`config.mk`:
```
export PLATFORM = sky130hd
export DESIGN_NAME = bsr_pad_chain
export DESIGN_NICKNAME = d
export VERILOG_FILES = /design/src/rtl/bsr_pkg.sv /design/src/rtl/bsr_shift_cell.sv /design/src/rtl/bsr_upd_reg.sv /design/src/rtl/bsr_pad_mux.sv /design/src/rtl/bsr_pad_chain.sv
export SDC_FILE = /design/constraint.sdc
export NUM_CORES = 1
export LEC_CHECK = 0
export ABC_AREA = 1
export BUFFER_PORTS_ARGS = -buffer_cell sky130_fd_sc_hd__buf_2
export CAP_MARGIN = 5
export CORE_ASPECT_RATIO = 1.1
export CORE_UTILIZATION = 50
export DETAILED_ROUTE_END_ITERATION = 8
export PLACE_DENSITY = 0.84
export SKIP_LAST_GASP = 1
export SLEW_MARGIN = 20
export SYNTH_ARGS = -nofsm -noshare
export SYNTH_HDL_FRONTEND = slang
export SYNTH_SLANG_ARGS = --single-unit
```
`constraint.sdc`:
```
create_clock -name tck_i -period 2.3 [get_ports tck_i]
set_input_delay 0.46 -clock tck_i [delete_from_list [all_inputs] [get_ports tck_i]]
set_output_delay 0.46 -clock tck_i [all_outputs]
set_load 0.005 [all_outputs]
```
`src/rtl/bsr_pkg.sv`:
```
package bsr_pkg;
  typedef enum logic [1:0] {
    CELL_IN  = 2'd0,
    CELL_OUT = 2'd1,
    CELL_OE  = 2'd2
  } cell_kind_e;

  localparam int unsigned CELLS_PER_PAD = 3;

  function automatic int unsigned cell_idx(int unsigned pad, cell_kind_e kind);
    return pad * CELLS_PER_PAD + int'(kind);
  endfunction
endpackage

```
`src/rtl/bsr_shift_cell.sv`:
```
module bsr_shift_cell (
  input  logic tck_i,
  input  logic rst_ni,
  input  logic cap_en_i,
  input  logic shift_en_i,
  input  logic cap_d_i,
  input  logic si_i,
  output logic so_o
);
  always_ff @(posedge tck_i or negedge rst_ni) begin
    if (!rst_ni)         so_o <= 1'b0;
    else if (cap_en_i)   so_o <= cap_d_i;
    else if (shift_en_i) so_o <= si_i;
  end
endmodule

```
`src/rtl/bsr_upd_reg.sv`:
```
module bsr_upd_reg #(
  parameter int unsigned WIDTH = 8
) (
  input  logic             tck_i,
  input  logic             rst_ni,
  input  logic             upd_en_i,
  input  logic [WIDTH-1:0] d_i,
  output logic [WIDTH-1:0] q_o
);
  // falling edge keeps pad drive steady across the shift phase
  always_ff @(negedge tck_i or negedge rst_ni) begin
    if (!rst_ni)       q_o <= '0;
    else if (upd_en_i) q_o <= d_i;
  end
endmodule

```
`src/rtl/bsr_pad_mux.sv`:
```
module bsr_pad_mux #(
  parameter int unsigned NUM_PADS = 4
) (
  input  logic                sel_chain_i,
  input  logic [NUM_PADS-1:0] core_out_i,
  input  logic [NUM_PADS-1:0] core_oe_i,
  input  logic [NUM_PADS-1:0] upd_out_i,
  input  logic [NUM_PADS-1:0] upd_oe_i,
  output logic [NUM_PADS-1:0] pad_out_o,
  output logic [NUM_PADS-1:0] pad_oe_o
);
  assign pad_out_o = sel_chain_i ? upd_out_i : core_out_i;
  assign pad_oe_o  = sel_chain_i ? upd_oe_i  : core_oe_i;
endmodule

```
`src/rtl/bsr_pad_chain.sv`:
```
module bsr_pad_chain #(
  parameter int unsigned NUM_PADS = 4
) (
  input  logic                tck_i,
  input  logic                rst_ni,
  input  logic                tdi_i,
  output logic                tdo_o,
  input  logic                capture_dr_i,
  input  logic                shift_dr_i,
  input  logic                update_dr_i,
  input  logic                tlr_i,
  input  logic                sample_i,
  input  logic                extest_i,
  input  logic [NUM_PADS-1:0] core_out_i,
  input  logic [NUM_PADS-1:0] core_oe_i,
  output logic [NUM_PADS-1:0] core_in_o,
  input  logic [NUM_PADS-1:0] pad_in_i,
  output logic [NUM_PADS-1:0] pad_out_o,
  output logic [NUM_PADS-1:0] pad_oe_o
);
  import bsr_pkg::*;

  localparam int unsigned CHAIN_LEN = NUM_PADS * CELLS_PER_PAD;

  logic                  active;
  logic                  drive_chain;
  logic [CHAIN_LEN-1:0]  sh_q;
  logic [CHAIN_LEN-1:0]  cap_d;
  logic [2*NUM_PADS-1:0] upd_d;
  logic [2*NUM_PADS-1:0] upd_q;
  logic [NUM_PADS-1:0]   upd_out;
  logic [NUM_PADS-1:0]   upd_oe;

  assign active      = sample_i | extest_i;
  assign drive_chain = extest_i & ~tlr_i;

  for (genvar p = 0; p < NUM_PADS; p++) begin : g_pad
    assign cap_d[cell_idx(p, CELL_IN)]  = pad_in_i[p];
    assign cap_d[cell_idx(p, CELL_OUT)] = pad_out_o[p];
    assign cap_d[cell_idx(p, CELL_OE)]  = pad_oe_o[p];
    assign upd_d[2*p]   = sh_q[cell_idx(p, CELL_OUT)];
    assign upd_d[2*p+1] = sh_q[cell_idx(p, CELL_OE)];
    assign upd_out[p]   = upd_q[2*p];
    assign upd_oe[p]    = upd_q[2*p+1];
  end

  for (genvar i = 0; i < CHAIN_LEN; i++) begin : g_cell
    logic si;
    if (i == CHAIN_LEN - 1) begin : g_top
      assign si = tdi_i;
    end else begin : g_mid
      assign si = sh_q[i+1];
    end
    bsr_shift_cell i_cell (
      .tck_i      (tck_i),
      .rst_ni     (rst_ni),
      .cap_en_i   (active & capture_dr_i),
      .shift_en_i (active & shift_dr_i),
      .cap_d_i    (cap_d[i]),
      .si_i       (si),
      .so_o       (sh_q[i])
    );
  end

  bsr_upd_reg #(.WIDTH(2*NUM_PADS)) i_upd (
    .tck_i    (tck_i),
    .rst_ni   (rst_ni),
    .upd_en_i (active & update_dr_i),
    .d_i      (upd_d),
    .q_o      (upd_q)
  );

  bsr_pad_mux #(.NUM_PADS(NUM_PADS)) i_mux (
    .sel_chain_i (drive_chain),
    .core_out_i  (core_out_i),
    .core_oe_i   (core_oe_i),
    .upd_out_i   (upd_out),
    .upd_oe_i    (upd_oe),
    .pad_out_o   (pad_out_o),
    .pad_oe_o    (pad_oe_o)
  );

  assign tdo_o     = active & sh_q[0];
  assign core_in_o = pad_in_i;
endmodule

```
==> results_dict.tcl, run 1 <==
set metrics [dict create \
    status "complete, but fails checks" \
    failed_checks "negative setup slack" \
    crit_top_cell "nand2_1" \
    cts_max_path_buffers 2 \
    path_buf_inv 1 \
    start_kind "flop" \
    synth_area_sq_mm 0.00123 \
    vias 1185 \
    ys_types 15 \
    drive_gt1_share_pct 37.0 \
    final_cell_area_sq_mm 0.00150 \
    rsz0062_at_grt "yes" \
    pre_cts_slack_ps -48.6 \
    synth_top_area_share_pct 24.5 \
    required_ps 1840 \
    netlist.top_cell.by_area "dfrtp_1" \
    viasPerCell 4.98 \
    synth-compound-area-share_pct 5.31 \
    grt_pass1_wl_mm 4.66 \
    worst-path-stages 3 \
    grt_pass1_vias 1069 \
    area_growth_syn_to_layout_pct 22.3 \
    grt_usage_pct 24.0 \
    fin_worst_skew_ps 3.91 \
    ys.warnings.count 0 \
    num_rows 18 \
    path_cells "nand2_1, nand2_1, buf_2" \
    synth_xor_area_share_pct 0 \
    finalWirelength_mm 2.93 \
    cts_sinks 20 \
    cp_top_family "flip-flops" \
    place_congestion 0.886 \
    rrSetupSlack_ps 120 \
    synth_top_family_by_area "simple AND/OR/NAND/NOR gates" \
    clkLatencyLatePin_ps 300 \
    cts_max_level 1 \
    tightest_slew_ps 373 \
    tritoncts "done" \
    hold_class "in2async" \
    antenna_cells 0 \
    grt_overflow 0 \
    antenna_found_initial 0 \
    worst-path-max-fanout 2 \
    power_uw 956 \
    ios 34 \
    root_buffer "clkbuf_4" \
    port_buffers 33 \
    yosys.area_share.simple_pct 36.7 \
    grt_max_degree 17 \
    core_region_area_sq_mm 0.00227 \
    finalHoldViolCount 0 \
    ctsHoldBuffers 0 \
    fin_ws_ps -330 \
    slew_violations 0 \
    ys_ff_latch 20 \
    fp.dieArea_sq_mm 0.00265 \
    cp-endpoint "pad_out_o[1]" \
    fin_nets 230 \
    die_y_um 53.9 \
    avgSynthCellArea_sq_um 7.39 \
    p_leak_nw 0.900 \
    endpoint_kind "primary output" \
    avgRoutedWirePerCell_um 12.3 \
    worstRegToRegCells 6 \
    crit_arrival_ps 2170 \
    ant_nets 0 \
    drc 0 \
    path_clk_slew_ps 120 \
    crit_slowest_cell "dfrtn_1" \
    fin_util_pct 66.0 \
    fillers 197 \
    ys_top_cells_by_area "dfrtp_1, nand2_1, dfrtn_1, nand3_1, buf_4" \
    yosys.area_share.adder_pct 0 \
    crit_type "reg2out" \
    synth.area.mux_share_pct 0 \
    ir_drop_v 0.000361 \
    setup_viol 8 \
    dp.final_hpwl_mm 2.05 \
    power.density_mw_per_mm2 637 \
    cap_violations 0 \
    worst_path_largest_cell_delay_ps 450 \
    firstDrtPassIters 7 \
    dpl_cell_area_sq_mm 0.00132 \
    r2r_end "g_cell[4].i_cell.so_o" \
    syn_inst 166 \
    max_slew_margin_pct 75.1 \
    drtIter0Drc 32 \
    r2r_start "i_upd.q_o[2]" \
    syn_nets 187 \
    numCtsBuffers 3 \
    die_w_um 49.2 \
    critPathLaunch "i_upd.q_o[2]" \
    synth-seq-area-share_pct 40.8 \
    initial_utilization_pct 53.9 \
]
layout by cell type (no fill, tap or decap):
cell type and instances:
buf_2 33, o211ai_1 4, clkbuf_4 3, nand2_4 2, dfrtp_1 12, inv_1 18
nor2_4 1, nand2_2 7, dfrtn_1 8, buf_4 21, nor2_1 3, clkbuf_8 1
nand2_1 69, nand3_1 17, nand3_2 3, inv_2 2, o21ai_2 4
sequential cells by signal, indices dropped and copies added (netlist names):
signal / count
g_cell.i_cell.so_o: 12
i_upd.q_o: 8
power by group:
| part | internal (mW) | total, mW | switching (mW) |
|---|---|---|---|
| Combinational | 0.140 | 0.288 | 0.148 |
| Clock | 0.0966 | 0.210 | 0.113 |
| Sequential | 0.416 | 0.458 | 0.0421 |
stage by stage:
stage               hold WS [ps]  instances  TNS (ps)
CTS                         52.1        233     -2500
finish                      50.4        238     -2420
global route                57.3        238     -2860
floorplan                    164        166     -11.2
global placement             383        216     -41.5
detailed placement           390        216      -199
routing by layer:
layer | share of wire [%] | global-route usage, % | vias to the layer above
met1 | 41 | 26.8 | 538
met5 | 0 | 0 | -
met2 | 50 | 43.8 | 53
met4 | 2.8 | 16.2 | 0
li1 | - | - | 583
met3 | 6.1 | 2.82 | 11
layout make-up:
class	count	area, sq um	share of cell area [%]
Timing Repair Buffer	54	323	21.5
Clock buffer	4	36.3	2.42
Sequential cell	20	500	33.4
Inverter	20	75.1	5.00
Multi-Input combinational cell	110	528	35.2
Tap cell	30	37.5	2.50
worst register-to-register path: cells and delay by family, from the launching register on:
family / cells / cell delay [ps]
buffers and inverters: 2 / 270
DFF: 1 / 450
and+or+nand+nor: 4 / 250
cells in the mapped netlist, drive strengths merged:
library cell,n
o211ai,4
inv,20
buf,16
nand2,78
o21ai,4
dfrtn,8
nand3,20
dfrtp,12
nor2,4
what timing repair did:
item,in CTS,in global routing
pin swaps,1,6
setup endpoints to repair,8,9
buffers inserted,13,8
resized for setup,0,4
how the worst min path moves through the flow:
stage,start,endpoint,slack (ps),cells after the start
2_1_floorplan,rst_ni,g_cell[0].i_cell.so_o,160,0
3_3_place_gp,rst_ni,g_cell[8].i_cell.so_o,380,1
3_5_place_dp,rst_ni,g_cell[8].i_cell.so_o,390,1
4_1_cts,rst_ni,g_cell[11].i_cell.so_o,50,1
5_1_grt,rst_ni,g_cell[11].i_cell.so_o,60,1
6_report,rst_ni,g_cell[11].i_cell.so_o,50,1
cell families (layout without fill, tap and decap cells):
logic type / Yosys count / count (layout)
flip-flops: 20 / 20
AO/OA/AOI/OAI: 8 / 8
buffers and inverters: 36 / 78
AND/OR/NAND/NOR: 102 / 102
(Power assumes the default switching activity.)
==> run 2, diff against run 1 <==
- CAP_MARGIN: 5 -> 30
- CORE_ASPECT_RATIO: 1.1 -> not set
==> run 2 against run 1 <==
Against the previous run:
- the run still ends with negative setup slack left
- hold slack improved by 4.0 ps
- core utilization decreased by 2.5 points
- largest cell class unchanged
- critical endpoint unchanged
- die area about the same
- clock skew increased by 2.7 ps
==> results_dict.tcl, run 2 (synthesized netlist as in run 1, its figures left out) <==
set metrics [dict create \
    instances_no_fill 229 \
    area_growth_syn_to_layout_pct 16.7 \
    drc 0 \
    r2r_start "i_upd.q_o[2]" \
    start_kind "flop" \
    final_common_cell "nand2_1" \
    die_y_um 51.5 \
    regMostFlops "g_cell.i_cell.so_o" \
    antenna_cells 0 \
    grt_pass1_vias 1018 \
    p_leak_nw 0.862 \
    fin_nets 224 \
    fin_util_pct 63.5 \
    ctsHoldBuffers 0 \
    largest_register_ffs 12 \
    status "complete, but fails checks" \
    num_rows 17 \
    seqPwrFrac_pct 51.8 \
    endpoint_kind "primary output" \
    switchingPower_uw 283 \
    drtIter0Drc 25 \
    ir_drop_v 0.000379 \
    fillers 219 \
    fin_worst_skew_ps 6.64 \
    crit_arrival_ps 2140 \
    intPower_uw 597 \
    fp.dieArea_sq_mm 0.00265 \
    die_w_um 51.5 \
    viasPerCell 4.87 \
    cts_max_level 1 \
    critPathLaunch "i_upd.q_o[2]" \
    avgRoutedWirePerCell_um 11.6 \
    port_buffers 33 \
    hold_class "in2async" \
    failed_checks "negative setup slack" \
    worst-path-max-fanout 2 \
    numCtsBuffers 3 \
    slew_violations 0 \
    root_buffer "clkbuf_4" \
    dp_cells 215 \
    place_congestion 0.848 \
    ios 34 \
    swShare_pct 32.1 \
    dp.final_hpwl_mm 1.97 \
    holdWs_ps 54.3 \
    path_clk_slew_ps 110 \
    grt_max_degree 17 \
    pwr-share-clk_pct 19.1 \
    grt_overflow 0 \
    vias 1115 \
    grt_usage_pct 21.9 \
    dpl_cell_area_sq_mm 0.00132 \
    p_comb_share_pct 29.1 \
    cap_violations 0 \
    firstDrtPassIters 4 \
    core_region_area_sq_mm 0.00225 \
    tritoncts "done" \
    setup_viol 8 \
    crit_type "reg2out" \
    rsz0062_at_grt "yes" \
    cts_max_path_buffers 2 \
    antenna_found_initial 0 \
    finalWirelength_mm 2.66 \
    mostFrequentLayoutCells "nand2_1, buf_2, inv_1, nand3_1, buf_4" \
    finalSetupTns_ps -2250 \
    finalHoldViolCount 0 \
    grt_pass1_wl_mm 4.31 \
    pre_cts_slack_ps -24.9 \
    final_cell_area_sq_mm 0.00143 \
    largest_registers "g_cell.i_cell.so_o: 12 flops, i_upd.q_o: 8 flops" \
    power_uw 880 \
    clkLatencyLatePin_ps 300 \
    power.density_mw_per_mm2 615 \
    ant_nets 0 \
    fin_ws_ps -303 \
    cts_sinks 20 \
    max_slew_margin_pct 74.8 \
    drive_gt1_share_pct 33.8 \
    required_ps 1840 \
    initial_utilization_pct 54.4 \
    tightest_slew_ps 378 \
]
run 2: worst max-delay path: stages (launching register included):
cell and delay [ps]:
dfrtn_1 440, nand2_2 80, nand2_1 70, buf_2 100
run 2: layer usage:
metal | wire length, um | part of all wire [%] | GRT usage [%]
met2 | 1310 | 49 | 39.2
met4 | 36 | 1.4 | 6.76
met3 | 114 | 4.3 | 2.92
met5 | 0 | 0 | 0
met1 | 1200 | 45 | 27.2
run 2: power groups by stage:
stage	combinational, mW	sequential, mW	clock [mW]
after global placement	0.209	0.459	0
after global routing	0.290	0.461	0.185
after CTS	0.242	0.455	0.168
after detailed placement	0.217	0.462	0
final	0.256	0.456	0.168
after floorplan	0.173	0.449	0
run 2: repair_timing:
item,4_1_cts,5_1_grt
gates resized for setup,0,2
buffers inserted,6,5
setup endpoints to repair,8,8
pin swaps,0,2
run 2: path summary, 6_finish.rpt:
path | endpoint | slack, ps | depth (start not counted)
min in group tck_i | i_upd.q_o[5] | 440 | 2
worst min-delay path | g_cell[8].i_cell.so_o | 50 | 1
worst min register to register | i_upd.q_o[5] | 440 | 2
worst max-delay path | pad_out_o[1] | -300 | 3
worst max register to register | g_cell[4].i_cell.so_o | 240 | 5
max in group asynchronous | i_upd.q_o[0] | 900 | 1
run 2: area by class of cell:
type / instances / area [sq um] / area share, %
multi-input combinational: 110 / 520 / 36.4
timing repair buffer: 48 / 278 / 19.4
clock buffer: 3 / 22.5 / 1.57
sequential: 20 / 500 / 35.0
inverter: 20 / 75.1 / 5.24
tap: 28 / 35.0 / 2.45
==> run 3, diff against run 2 <==
- CORE_MARGIN: not set -> 10
- SETUP_SLACK_MARGIN: not set -> 0.4
- SKIP_LAST_GASP: 1 -> not set
==> run 3 against run 2 <==
Against the previous run:
- the run still ends with negative setup slack left
- design area is 14% higher
- critical path depth is the same
- global-route usage down 9.0 points
- sequential cell count unchanged
- clock skew is 4.0 ps lower
- via count is 7.4% higher
- hold slack improved by 47 ps
- total power up 7.1%
- register-to-register slack gained 40 ps
- core utilization rose by 8.1 points
- clock power is essentially flat
- setup slack better by 4.8 ps
==> results_dict.tcl, run 3 (synthesized netlist as in run 1, its figures left out) <==
set metrics [dict create \
    status "complete, but fails checks" \
    failed_checks "negative setup slack" \
    hold_class "in2async" \
    place_congestion 0.809 \
    cp_top_family "flip-flops" \
    firstDrtPassIters 4 \
    start_kind "flop" \
    ios 34 \
    fin_ws_ps -299 \
    largest_register_ffs 12 \
    max_slew_margin_pct 69.4 \
    swShare_pct 33.3 \
    cts_max_level 1 \
    path_cells "nand2_2, nand2_1, buf_2" \
    finalHoldViolCount 0 \
    largest_registers "g_cell.i_cell.so_o: 12 flops, i_upd.q_o: 8 flops" \
    mostFrequentLayoutCells "nand2_1, buf_2, inv_1" \
    cts_sinks 20 \
    tritoncts "done" \
    num_rows 17 \
    drive_gt1_share_pct 42.6 \
    endpoint_kind "primary output" \
    ctsHoldBuffers 0 \
    numCtsBuffers 3 \
    initial_utilization_pct 53.9 \
    final_common_cell "nand2_1" \
    path_clk_slew_ps 110 \
    p_comb_share_pct 33.9 \
    viasPerCell 5.16 \
    path_buf_inv 1 \
    finalWirelength_mm 3.41 \
    crit_arrival_ps 2140 \
    antenna_found_initial 0 \
    required_ps 1840 \
    fin_worst_skew_ps 2.69 \
    intPower_uw 629 \
    crit_slowest_cell "dfrtn_1" \
    grt_overflow 0 \
    slew_violations 0 \
    cts_max_path_buffers 2 \
    dp.final_hpwl_mm 2.32 \
    fin_nets 227 \
    ant_nets 0 \
    fp.dieArea_sq_mm 0.00483 \
    seqPwrFrac_pct 48.6 \
    regMostFlops "g_cell.i_cell.so_o" \
    worst-path-max-fanout 2 \
    grt_max_degree 21 \
    tightest_slew_ps 459 \
    power_uw 943 \
    clkLatencyLatePin_ps 290 \
    cap_violations 0 \
    grt_usage_pct 12.9 \
    crit_type "reg2out" \
    core_region_area_sq_mm 0.00228 \
    area_growth_syn_to_layout_pct 32.9 \
    ir_drop_v 0.000360 \
    p_leak_nw 0.934 \
    switchingPower_uw 314 \
    grt_pass1_wl_mm 5.35 \
    root_buffer "clkbuf_4" \
    avgRoutedWirePerCell_um 14.7 \
    power.density_mw_per_mm2 579 \
    die_w_um 69.5 \
    die_y_um 69.5 \
    setup_viol 8 \
    pre_cts_slack_ps -26.7 \
    drtIter0Drc 104 \
    worst_path_largest_cell_delay_ps 440 \
    antenna_cells 0 \
    drc 0 \
    vias 1198 \
    pwr-share-clk_pct 17.4 \
    rsz0062_at_grt "yes" \
    grt_pass1_vias 1173 \
    port_buffers 33 \
]
-- run 3: changes by cell type in the layout (fill, tap and decap cells not counted), moves of 2 or more --
| cell | change |
|---|---|
| nand3_1 | -8 |
| nand2_1 | -7 |
| nand3_2 | +7 |
| buf_2 | -5 |
| nand2_2 | +4 |
| buf_6 | +3 |
| buf_12 | +2 |
| nand2_4 | +2 |
| nand2_8 | +2 |
-- run 3: final timing paths --
check | to | slack (ps) | cells past startpoint | start
hold / removal | g_cell[0].i_cell.so_o | 100 | 1 | rst_ni
setup / recovery | pad_out_o[0] | -300 | 3 | i_upd.q_o[0]
setup reg to reg | g_cell[2].i_cell.so_o | 280 | 5 | i_upd.q_o[1]
min in group tck_i | i_upd.q_o[4] | 440 | 2 | i_upd.q_o[4]
max in group asynchronous | i_upd.q_o[4] | 820 | 1 | rst_ni
hold reg to reg | i_upd.q_o[4] | 440 | 2 | i_upd.q_o[4]
-- run 3: area by class of cell --
cell class,count,area (sq um)
Clock buffer,3,22.5
Fill cell,189,647
Inverter,20,92.6
Multi-Input combinational cell,111,629
Sequential cell,20,500
Tap cell,28,35.0
Timing Repair Buffer,50,349
-- run 3: layer usage --
metal,vias up,global-route usage (%),wire [um]
li1,584,-,-
met1,557,16.2,1420
met2,49,20.5,1700
met3,8,3.42,234
met4,0,4.88,57
met5,-,0,0
-- run 3: metrics by stage --
stage               util [%]  hold WS, ps  TNS (ps)  instances  area [sq um]
finish                  71.6          101     -2330        232          1630
global placement        60.3          421    -0.115        216          1370
floorplan                  -          164         0        166          1260
CTS                     66.8          109     -2320        227          1520
detailed placement      60.3          424      -104        216          1370
global route            71.6          116     -2840        232          1630
-- run 3: power groups by stage --
stage	combinational (mW)	clock, mW	sequential [mW]
floorplan	0.177	0	0.450
global placement	0.232	0	0.459
detailed placement	0.241	0	0.461
CTS	0.278	0.169	0.457
global route	0.354	0.186	0.466
finish	0.320	0.165	0.459
-- run 3: timing repair --
action	in CTS	in global routing
pin swaps	11	12
endpoints found under the setup margin	23	20
gates resized for setup	15	16
gates cloned	1	0
buffers inserted	7	5
